### config.mk
export PLATFORM = sky130hd
export DESIGN_NAME = prio_irq_resolver
export DESIGN_NICKNAME = d
export VERILOG_FILES = /design/src/rtl/prio_irq_pkg.sv /design/src/rtl/pir_prio_pick.sv /design/src/rtl/pir_req_capture.sv /design/src/rtl/pir_eligibility.sv /design/src/rtl/prio_irq_resolver.sv
export SDC_FILE = /design/constraint.sdc
export NUM_CORES = 1
export LEC_CHECK = 0
export BUFFER_PORTS_ARGS = -buffer_cell sky130_fd_sc_hd__buf_4
export CORE_ASPECT_RATIO = 0.75
export CORE_UTILIZATION = 55
export CTS_CLUSTER_SIZE = 14
export DETAILED_ROUTE_END_ITERATION = 8
export PLACE_DENSITY = 0.77
export SETUP_SLACK_MARGIN = 0.15
export SLEW_MARGIN = 20
export SYNTH_ARGS = -nofsm -noshare
export SYNTH_HDL_FRONTEND = slang
export SYNTH_SLANG_ARGS = --single-unit
export TNS_END_PERCENT = 50
### constraint.sdc
create_clock -name clk -period 8.3 [get_ports clk]
set_input_delay 0 -clock clk [delete_from_list [all_inputs] [get_ports clk]]
set_output_delay 0 -clock clk [all_outputs]
set_load 0.005 [all_outputs]
### src/rtl/prio_irq_pkg.sv
package prio_irq_pkg;
  typedef enum logic [2:0] {
    CMD_NOP         = 3'd0,
    CMD_EOI_ANY     = 3'd1,
    CMD_EOI_LVL     = 3'd2,
    CMD_EOI_ANY_ROT = 3'd3,
    CMD_EOI_LVL_ROT = 3'd4,
    CMD_SET_BOTTOM  = 3'd5,
    CMD_SMM_ON      = 3'd6,
    CMD_SMM_OFF     = 3'd7
  } pir_cmd_e;
endpackage

### src/rtl/pir_prio_pick.sv
// Finds the most urgent set bit of vec on a ring whose least urgent
// position is 'bottom'. N must be a power of two so the ring wraps for free.
module pir_prio_pick #(
  parameter int N_LEVELS = 8,
  localparam int LVL_W = $clog2(N_LEVELS)
) (
  input  logic [N_LEVELS-1:0] vec,
  input  logic [LVL_W-1:0]    bottom,
  output logic                found,
  output logic [LVL_W-1:0]    idx
);
  logic [LVL_W-1:0] lvl;

  always_comb begin
    found = 1'b0;
    idx   = '0;
    lvl   = '0;
    // walk from least urgent to most urgent; the last hit wins
    for (int k = N_LEVELS - 1; k >= 0; k--) begin
      lvl = bottom + LVL_W'(1) + LVL_W'(k);
      if (vec[lvl]) begin
        found = 1'b1;
        idx   = lvl;
      end
    end
  end
endmodule

### src/rtl/pir_req_capture.sv
// Edge or level capture of request lines into the pending register.
module pir_req_capture #(
  parameter int N_LEVELS = 8
) (
  input  logic                clk,
  input  logic                rst_n,
  input  logic [N_LEVELS-1:0] lines,
  input  logic                level_mode,
  input  logic [N_LEVELS-1:0] take_vec,
  output logic [N_LEVELS-1:0] req_q
);
  logic [N_LEVELS-1:0] prev_q;
  logic [N_LEVELS-1:0] prev_d;
  logic [N_LEVELS-1:0] req_d;
  logic [N_LEVELS-1:0] rise;

  always_comb begin
    rise   = lines & ~prev_q;
    prev_d = lines;
    if (level_mode) begin
      req_d = lines & ~take_vec;
    end else begin
      req_d = (req_q & ~take_vec) | rise;
    end
  end

  always_ff @(posedge clk or negedge rst_n) begin
    if (!rst_n) begin
      prev_q <= '0;
      req_q  <= '0;
    end else begin
      prev_q <= prev_d;
      req_q  <= req_d;
    end
  end
endmodule

### src/rtl/pir_eligibility.sv
// Decides which pending levels may raise the interrupt.
module pir_eligibility #(
  parameter int N_LEVELS = 8,
  localparam int LVL_W = $clog2(N_LEVELS)
) (
  input  logic [N_LEVELS-1:0] req,
  input  logic [N_LEVELS-1:0] mask,
  input  logic [N_LEVELS-1:0] isr,
  input  logic [LVL_W-1:0]    bottom,
  input  logic                smm,
  output logic [N_LEVELS-1:0] elig
);
  logic             isr_found;
  logic [LVL_W-1:0] isr_top;
  logic [LVL_W-1:0] top_rank;
  logic [N_LEVELS-1:0] allowed;

  pir_prio_pick #(.N_LEVELS(N_LEVELS)) u_isr_top (
    .vec    (isr),
    .bottom (bottom),
    .found  (isr_found),
    .idx    (isr_top)
  );

  // rank 0 is the most urgent position on the ring
  assign top_rank = isr_top - bottom - LVL_W'(1);

  for (genvar g = 0; g < N_LEVELS; g++) begin : g_lvl
    logic [LVL_W-1:0] rank_g;
    assign rank_g     = LVL_W'(g) - bottom - LVL_W'(1);
    assign allowed[g] = smm ? !isr[g] : (!isr_found || (rank_g < top_rank));
  end

  assign elig = req & ~mask & allowed;
endmodule

### src/rtl/prio_irq_resolver.sv
module prio_irq_resolver
  import prio_irq_pkg::*;
#(
  parameter int N_LEVELS = 8,
  localparam int LVL_W = $clog2(N_LEVELS)
) (
  input  logic                clk,
  input  logic                rst_n,
  input  logic [N_LEVELS-1:0] irq_lines,
  input  logic                cfg_level_trig,
  input  logic                cfg_auto_eoi,
  input  logic                cfg_auto_rotate,
  input  logic                ack,
  input  logic                ack_last,
  input  logic                cmd_valid,
  input  logic [2:0]          cmd_op,
  input  logic [LVL_W-1:0]    cmd_level,
  input  logic                mask_we,
  input  logic [N_LEVELS-1:0] mask_data,
  output logic                irq_out,
  output logic [LVL_W-1:0]    vec_level,
  output logic [N_LEVELS-1:0] req_reg,
  output logic [N_LEVELS-1:0] isr_reg,
  output logic [N_LEVELS-1:0] mask_reg
);
  localparam logic [N_LEVELS-1:0] ONE_HOT0 = N_LEVELS'(1);
  localparam logic [LVL_W-1:0]    LVL_LAST = LVL_W'(N_LEVELS - 1);

  // reset: asserted asynchronously, released on a clock edge
  logic [1:0] rst_sync_q;
  logic       rst_int_n;
  always_ff @(posedge clk or negedge rst_n) begin
    if (!rst_n) rst_sync_q <= 2'b00;
    else        rst_sync_q <= {rst_sync_q[0], 1'b1};
  end
  assign rst_int_n = rst_sync_q[1];

  // state
  logic [N_LEVELS-1:0] isr_q, isr_d;
  logic [N_LEVELS-1:0] mask_q, mask_d;
  logic [LVL_W-1:0]    bottom_q, bottom_d;
  logic [LVL_W-1:0]    vec_q, vec_d;
  logic                smm_q, smm_d;

  logic [N_LEVELS-1:0] req_q;
  logic [N_LEVELS-1:0] elig;
  logic                win_found;
  logic [LVL_W-1:0]    win_idx;
  logic                eoi_found;
  logic [LVL_W-1:0]    eoi_idx;
  logic [N_LEVELS-1:0] eoi_cand;
  logic [N_LEVELS-1:0] take_vec;
  logic [N_LEVELS-1:0] clr_vec;
  logic                take;
  logic                gen_eoi;
  logic                auto_eoi;
  pir_cmd_e            cmd;

  pir_req_capture #(.N_LEVELS(N_LEVELS)) u_capture (
    .clk        (clk),
    .rst_n      (rst_int_n),
    .lines      (irq_lines),
    .level_mode (cfg_level_trig),
    .take_vec   (take_vec),
    .req_q      (req_q)
  );

  pir_eligibility #(.N_LEVELS(N_LEVELS)) u_elig (
    .req    (req_q),
    .mask   (mask_q),
    .isr    (isr_q),
    .bottom (bottom_q),
    .smm    (smm_q),
    .elig   (elig)
  );

  pir_prio_pick #(.N_LEVELS(N_LEVELS)) u_win (
    .vec    (elig),
    .bottom (bottom_q),
    .found  (win_found),
    .idx    (win_idx)
  );

  // general end-of-service candidates: selective masking hides masked bits
  assign eoi_cand = smm_q ? (isr_q & ~mask_q) : isr_q;

  pir_prio_pick #(.N_LEVELS(N_LEVELS)) u_eoi (
    .vec    (eoi_cand),
    .bottom (bottom_q),
    .found  (eoi_found),
    .idx    (eoi_idx)
  );

  always_comb begin
    cmd      = pir_cmd_e'(cmd_op);
    take     = ack && win_found;
    take_vec = take ? (ONE_HOT0 << win_idx) : '0;
    gen_eoi  = cmd_valid && ((cmd == CMD_EOI_ANY) || (cmd == CMD_EOI_ANY_ROT));
    auto_eoi = ack_last && cfg_auto_eoi;

    clr_vec = '0;
    if ((gen_eoi || auto_eoi) && eoi_found) clr_vec = clr_vec | (ONE_HOT0 << eoi_idx);
    if (cmd_valid && ((cmd == CMD_EOI_LVL) || (cmd == CMD_EOI_LVL_ROT)))
      clr_vec = clr_vec | (ONE_HOT0 << cmd_level);

    isr_d = (isr_q & ~clr_vec) | take_vec;

    bottom_d = bottom_q;
    if (cmd_valid && ((cmd == CMD_SET_BOTTOM) || (cmd == CMD_EOI_LVL_ROT))) begin
      bottom_d = cmd_level;
    end else if (cmd_valid && (cmd == CMD_EOI_ANY_ROT) && eoi_found) begin
      bottom_d = eoi_idx;
    end else if (auto_eoi && cfg_auto_rotate && eoi_found) begin
      bottom_d = eoi_idx;
    end

    smm_d = smm_q;
    if (cmd_valid && (cmd == CMD_SMM_ON))  smm_d = 1'b1;
    if (cmd_valid && (cmd == CMD_SMM_OFF)) smm_d = 1'b0;

    mask_d = mask_we ? mask_data : mask_q;
    vec_d  = ack ? (win_found ? win_idx : LVL_LAST) : vec_q;
  end

  always_ff @(posedge clk or negedge rst_int_n) begin
    if (!rst_int_n) begin
      isr_q    <= '0;
      mask_q   <= '0;
      bottom_q <= LVL_LAST;
      vec_q    <= LVL_LAST;
      smm_q    <= 1'b0;
    end else begin
      isr_q    <= isr_d;
      mask_q   <= mask_d;
      bottom_q <= bottom_d;
      vec_q    <= vec_d;
      smm_q    <= smm_d;
    end
  end

  assign irq_out   = |elig;
  assign vec_level = vec_q;
  assign req_reg   = req_q;
  assign isr_reg   = isr_q;
  assign mask_reg  = mask_q;
endmodule

# Word level (Yosys, flattened, before mapping)
# Cells that the tools add are included.
# op_classes
bitwise,14
n_eq_ne,7
add_sub_neg,26
n_lt_le_gt_ge,16
n_mux,115
reduce_logical,36
n_shift,3
# ops
op,count
3-bit 2-to-1 mux,28
1-bit binary-select mux with 3-bit select,24
1-bit 2-to-1 mux,58
8-bit AND,7
8-bit 2-to-1 mux,5
3-bit by 4-bit < comparator with 1-bit output (second input constant),8
8-bit NOT,4
3-bit by 1-bit subtractor with 3-bit output (second input constant),9
3-bit < comparator,8
8-bit OR,3
1-bit by 3-bit << shifter with 8-bit output (first input constant),3
3-bit adder (second input constant),4
3-bit == test (second input constant),4
1-bit logical AND,12
1-bit logical OR,12
3-bit subtractor (first input constant),4
1-bit logical NOT,9
8-bit OR reduction,1
3-bit by 1-bit adder with 3-bit output (second input constant),2
3-bit by 2-bit adder with 3-bit output (second input constant),2
3-bit by 2-bit == test with 1-bit output (second input constant),2
1-bit by 3-bit subtractor with 3-bit output (first input constant),2
2-bit by 3-bit subtractor with 3-bit output (first input constant),2
3-bit by 1-bit == test with 1-bit output (second input constant),1
3 further kinds,3
# word_totals
output_inout_bits,28
in_bits,31
wordCells,225
regBits,41

# Longest topological paths before layout
# depth
ltp_word,34
ltp_mapped,37
ltp_nobuf,27

# Hierarchy
# From an unflattened synthesis, not the netlist that was laid out.
# hier_totals
cells_unflattened,526
hier_area_um2,5104.9
# by_module_without_submodules
mod,area_per_inst_um2,cells_per_inst,seq_area_each_um2,instances
pir_prio_pick,900.9,98,0.0,3
prio_irq_resolver,1268.7,115,633.1,1
pir_req_capture,639.4,56,400.4,1
pir_eligibility,494.2,61,0.0,1

# Least setup slack after synthesis
# No wires, ideal clock.
# synth_timing
kind,register to register
start,reg bottom_q[0]
end,reg u_capture.req_q[4]
setup_slack_ns,0.434
t_arrival_ns,7.723
path_buffers,12
setup_time_ns,0.144
required_time_ns,8.156
path_stages_with_launch,36
period_less_slack_ns,7.866
path_cell_list,dfstp_2 -> buf_6 -> buf_6 -> inv_2 -> buf_1 -> buf_2 -> ha_1 -> buf_4 -> buf_2 -> buf_2 -> buf_2 -> buf_1 -> buf_1 -> buf_1 -> a31oi_1 -> a211o_1 -> a22o_1 -> fa_1 -> xnor2_1 -> o211ai_1 -> or3_1 -> nand2_1 -> ha_1 -> a21oi_1 -> nor3_1 -> a2111oi_2 -> and3_1 -> nor3_2 -> a221oi_2 -> a31o_1 -> o311ai_1 -> nor3b_1 -> or3_1 -> buf_2 -> o31ai_1 -> a22oi_1
# synth_via
elab_chain_cells,34
word_cells_on_any_way,124
cone_classes,26 x add/sub; 8 x order compare; 1 x shift; 74 x mux; 5 x bitwise; 10 x reduce/logical
# synth_lines
element,line,text
start: declaration,prio_irq_resolver.sv:41,"logic [LVL_W-1:0] bottom_q, bottom_d;"
start signal: assignment,prio_irq_resolver.sv:135,bottom_q <= bottom_d;
3-bit by 1-bit adder with 3-bit output,pir_prio_pick.sv:20,lvl = bottom + LVL_W'(1) + LVL_W'(k);
3-bit adder,pir_prio_pick.sv:20,
1-bit binary-select mux with 3-bit select,pir_prio_pick.sv:21,if (vec[lvl]) begin
1-bit 2-to-1 mux (implied by the code),pir_prio_pick.sv:21,
3-bit 2-to-1 mux (8 in series),pir_prio_pick.sv:21,
3-bit subtractor,pir_eligibility.sv:26,assign top_rank = isr_top - bottom - LVL_W'(1);
3-bit by 1-bit subtractor with 3-bit output,pir_eligibility.sv:26,
3-bit < comparator,pir_eligibility.sv:31,assign allowed[g] = smm ? !isr[g] : (!isr_found || (rank_g < top_rank));
[... 5 more ...],--,
3-bit 2-to-1 mux or 1-bit 2-to-1 mux (tied branches) (8 in series),pir_prio_pick.sv:21,
1-bit by 3-bit << shifter with 8-bit output or 1-bit logical AND (tied branches),"prio_irq_resolver.sv:97, prio_irq_resolver.sv:96",
8-bit 2-to-1 mux (*),prio_irq_resolver.sv:97,take_vec = take ? (ONE_HOT0 << win_idx) : '0;
8-bit NOT (*),"pir_req_capture.sv:21, pir_req_capture.sv:23",
8-bit AND,pir_req_capture.sv:23,req_d = (req_q & ~take_vec) | rise;
8-bit OR,pir_req_capture.sv:23,
8-bit 2-to-1 mux (*),pir_req_capture.sv:20,if (level_mode) begin
named net u_capture.req_d[4],pir_req_capture.sv:14,logic [N_LEVELS-1:0] req_d;
end signal: assignment,pir_req_capture.sv:33,req_q <= req_d;
end: declaration,pir_req_capture.sv:10,output logic [N_LEVELS-1:0] req_q
# The timed path passes the listed nets; every way through them passes the cells marked *. The select of a mux whose other input is x is not followed.
# A chain may end at the register's enable or synchronous reset.

# Final worst setup path
# Ends and elaborated chain as after synthesis.

==> metrics.txt <==
number of CTS-inserted buffers 5; Least-Margin Pin Slew 840 ps; routability congestion estimate from global placement slightly below 1; endpoint of the worst-slack reg-to-reg timing path u_capture.req_q[4]$_DFF_PN0_; average wire per cell in the routed design ~23 um; classification of the worst setup path reg -> reg; number of unique standard cell types used by synthesis 109; CTS H-tree depth 2; Chip Height about 89 um; critical path arrival between 7000 and 8000 ps; router iterations before antenna repair 5; GRT Util Overall between 30% and 40%; clock tree from TritonCTS done; footprint of the multi-input gates 4270 um2; Max Buffers Root-to-Sink 2; crit-path leading delay family compound AO/OA/AOI/OAI gates; maximum number of pins on one net before global-route repair 44; clock-pin transition on the worst setup and hold timing paths around 60 ps; hold violation total from the final report 0; Overflow after GRT 0; floorplan die area 10400 um2; I/O pin count 59; HPWL reported at the end of detailed placement approximately 14000 um; # diodes 0; peak fanout along the critical path 29; Slew Viols, Final 0; storage element area slightly above 1000 um2; antenna violations before repair 0; sequential area share after synthesis 18.8%; clock root buffer clkbuf_16; sum of negative setup slack 0 ps; layout cell share with drive strength beyond 1 23.1%; number of fill cells 817; time the worst path needs with I/O delays and setup 7750 ps; number of warnings reported in the yosys synthesis log 0; final routed DRC violation total 0; number of clock sinks seen by CTS 41; worst hold path class in -> reg; endpoint required time on the critical path 8450 ps; worst-case headroom to the max-slew limit 43.2%; cell with the largest stage delay on the worst path dfstp_2; worst-skew pair later-pin latency 290 ps; via count of the first global-routing pass 5598; core area 9700 um2; antenna violation net count after detailed routing 0; aggregate routed wire length 19800 um; top cells by count, synth nand2_1 (78), nor2_1 (53), dfrtp_1 (35); die extent in x 118 um; Hold Path Cell Cnt 3; post-synthesis cell count 687; Bufs and invs on worst path 1; Cell Area, Synth 5500 um2; number of nets in the finished design 780; maximum cell stage delay along the critical path 540 ps; leading post-synthesis cells by cell area dfrtp_1 (16%), nand2_1 (5.3%), mux2i_1 (4.0%); global-route wire length before repair 30600 um; final worst clock skew 4.06 ps; setup-violating endpoint count in the final report 0; FF-to-FF setup slack 550 ps; prevailing post-synth register cell dfrtp_1; Critical Path End Type register; number of enable-type register cells in the synthesized netlist 0; startpoint type of the worst setup path register; area growth from synthesis to layout 17.8%; total number of placement rows 31; DRT iter0 DRCs 827; origin of the worst min-delay path ack; run status finished, final reports clean; Worst Reg2Reg Path Length in Cells 27; post-synth net total 727; initial core utilization between 50% and 60%; hold worst-path end vec_level[2]$_DFFE_PN1P_; vias 6189; DR vias/cell 7.09; PortBufs 58; mean instance size in the synthesized netlist 8.01 um2; area share of the leading cell type in the synthesized netlist 15.9%; launching point of the worst reg2reg path bottom_q[0]$_DFFE_PN1P_; library cell with the highest instance count after synthesis nand2_1; Seq cells post-synth 41; final worst-path cycle share 93.4%; unrepaired setup endpoints after global routing false; area leader, netlist dfrtp_1; Max-cap violations 0; fmax 129 MHz; ys async rst share 100%
[routing by layer]
| metal | share of wire, % | GRT usage (%) | up-vias | wire length, um |
|---|---|---|---|---|
| met3 | 9.7 | 7.54 | 50 | 1920 |
| met2 | 44 | 59.2 | 376 | 8700 |
| met4 | 2.6 | 12.4 | 0 | 524 |
| met1 | 44 | 52.7 | 2981 | 8670 |
| li1 | - | - | 2782 | - |
| met5 | 0 | 0 | - | 0 |
[final cells by class]
class / count / area share (%)
inverter: 18 / 1.04
timing repair buffer: 97 / 11.9
multi-input combinational: 577 / 65.8
clock buffer: 6 / 2.14
sequential: 41 / 15.9
clock inverter: 2 / 0.579
tap: 132 / 2.55
[tightest hold or removal path, delay by kind of cell]
kind	cells	cell delay (ps)
and+or+nand+nor	2	150
buffers and inverters	1	140
[logic make-up after synthesis]
| group | share of synthesized area [%] |
|---|---|
| mux | 10.8 |
| compound gates | 33.2 |
| xor+xnor | 2.71 |
| other cells | 0.0681 |
| buf+inv | 5.73 |
| flops | 18.8 |
| fa+ha+maj | 2.18 |
| simple gates | 26.6 |
[placed cells by master, fill, tap and decap left out, types with 8 or more instances in the layout]
master / netlist / layout
mux2_2: 17 / 17
a21boi_0: 12 / 12
o211ai_1: 10 / 10
dfrtp_1: 35 / 35
buf_4: 2 / 79
and3_1: 8 / 8
nand3_1: 16 / 16
o21ai_0: 24 / 24
and2_1: 14 / 14
nand2b_1: 16 / 15
nor3_1: 23 / 23
dlygate4sd3_1: 0 / 18
o31ai_1: 12 / 11
nand2_1: 78 / 78
inv_1: 17 / 17
a32oi_1: 8 / 8
or3_1: 9 / 8
a31oi_1: 9 / 9
a21oi_1: 26 / 26
mux2i_1: 22 / 22
mux4_2: 8 / 8
a211oi_1: 14 / 14
nor2_1: 53 / 53
[stage by stage]
step / utilization, % / hold slack [ps] / area [um2] / setup WS [ps] / std cells
CTS: 65.6 / 0.116 / 6360 / 174 / 870
floorplan: - / -296 / 5500 / 434 / 687
detailed placement: 61.9 / -214 / 6000 / 207 / 844
global placement: 61.9 / -218 / 6000 / 456 / 844
finish: 66.8 / 1.04 / 6480 / 550 / 873
global route: 66.8 / 8.53 / 6480 / 157 / 873
[how the worst max path moves through the flow]
stage | startpoint | end | cells past startpoint
global placement | bottom_q[1]$_DFFE_PN1P_ | u_capture.req_q[0]$_DFF_PN0_ | 27
detailed placement | bottom_q[1]$_DFFE_PN1P_ | u_capture.req_q[0]$_DFF_PN0_ | 27
floorplan | bottom_q[0]$_DFFE_PN1P_ | u_capture.req_q[4]$_DFF_PN0_ | 35
finish | bottom_q[0]$_DFFE_PN1P_ | u_capture.req_q[4]$_DFF_PN0_ | 27
CTS | bottom_q[1]$_DFFE_PN1P_ | u_capture.req_q[0]$_DFF_PN0_ | 27
global route | bottom_q[1]$_DFFE_PN1P_ | u_capture.req_q[4]$_DFF_PN0_ | 27
[timing repair]
item / 4_1_cts / 5_1_grt
buffers inserted: 0 / 3
endpoints found under the hold margin: 26 / 0
hold buffers: 18 / 0
setup endpoints to repair: 0 / 20
resized for setup: 0 / 18
Power is left out: the tool's default activity adds up to more than one toggle a clock period on the data nets, which glitch-free logic cannot reach.
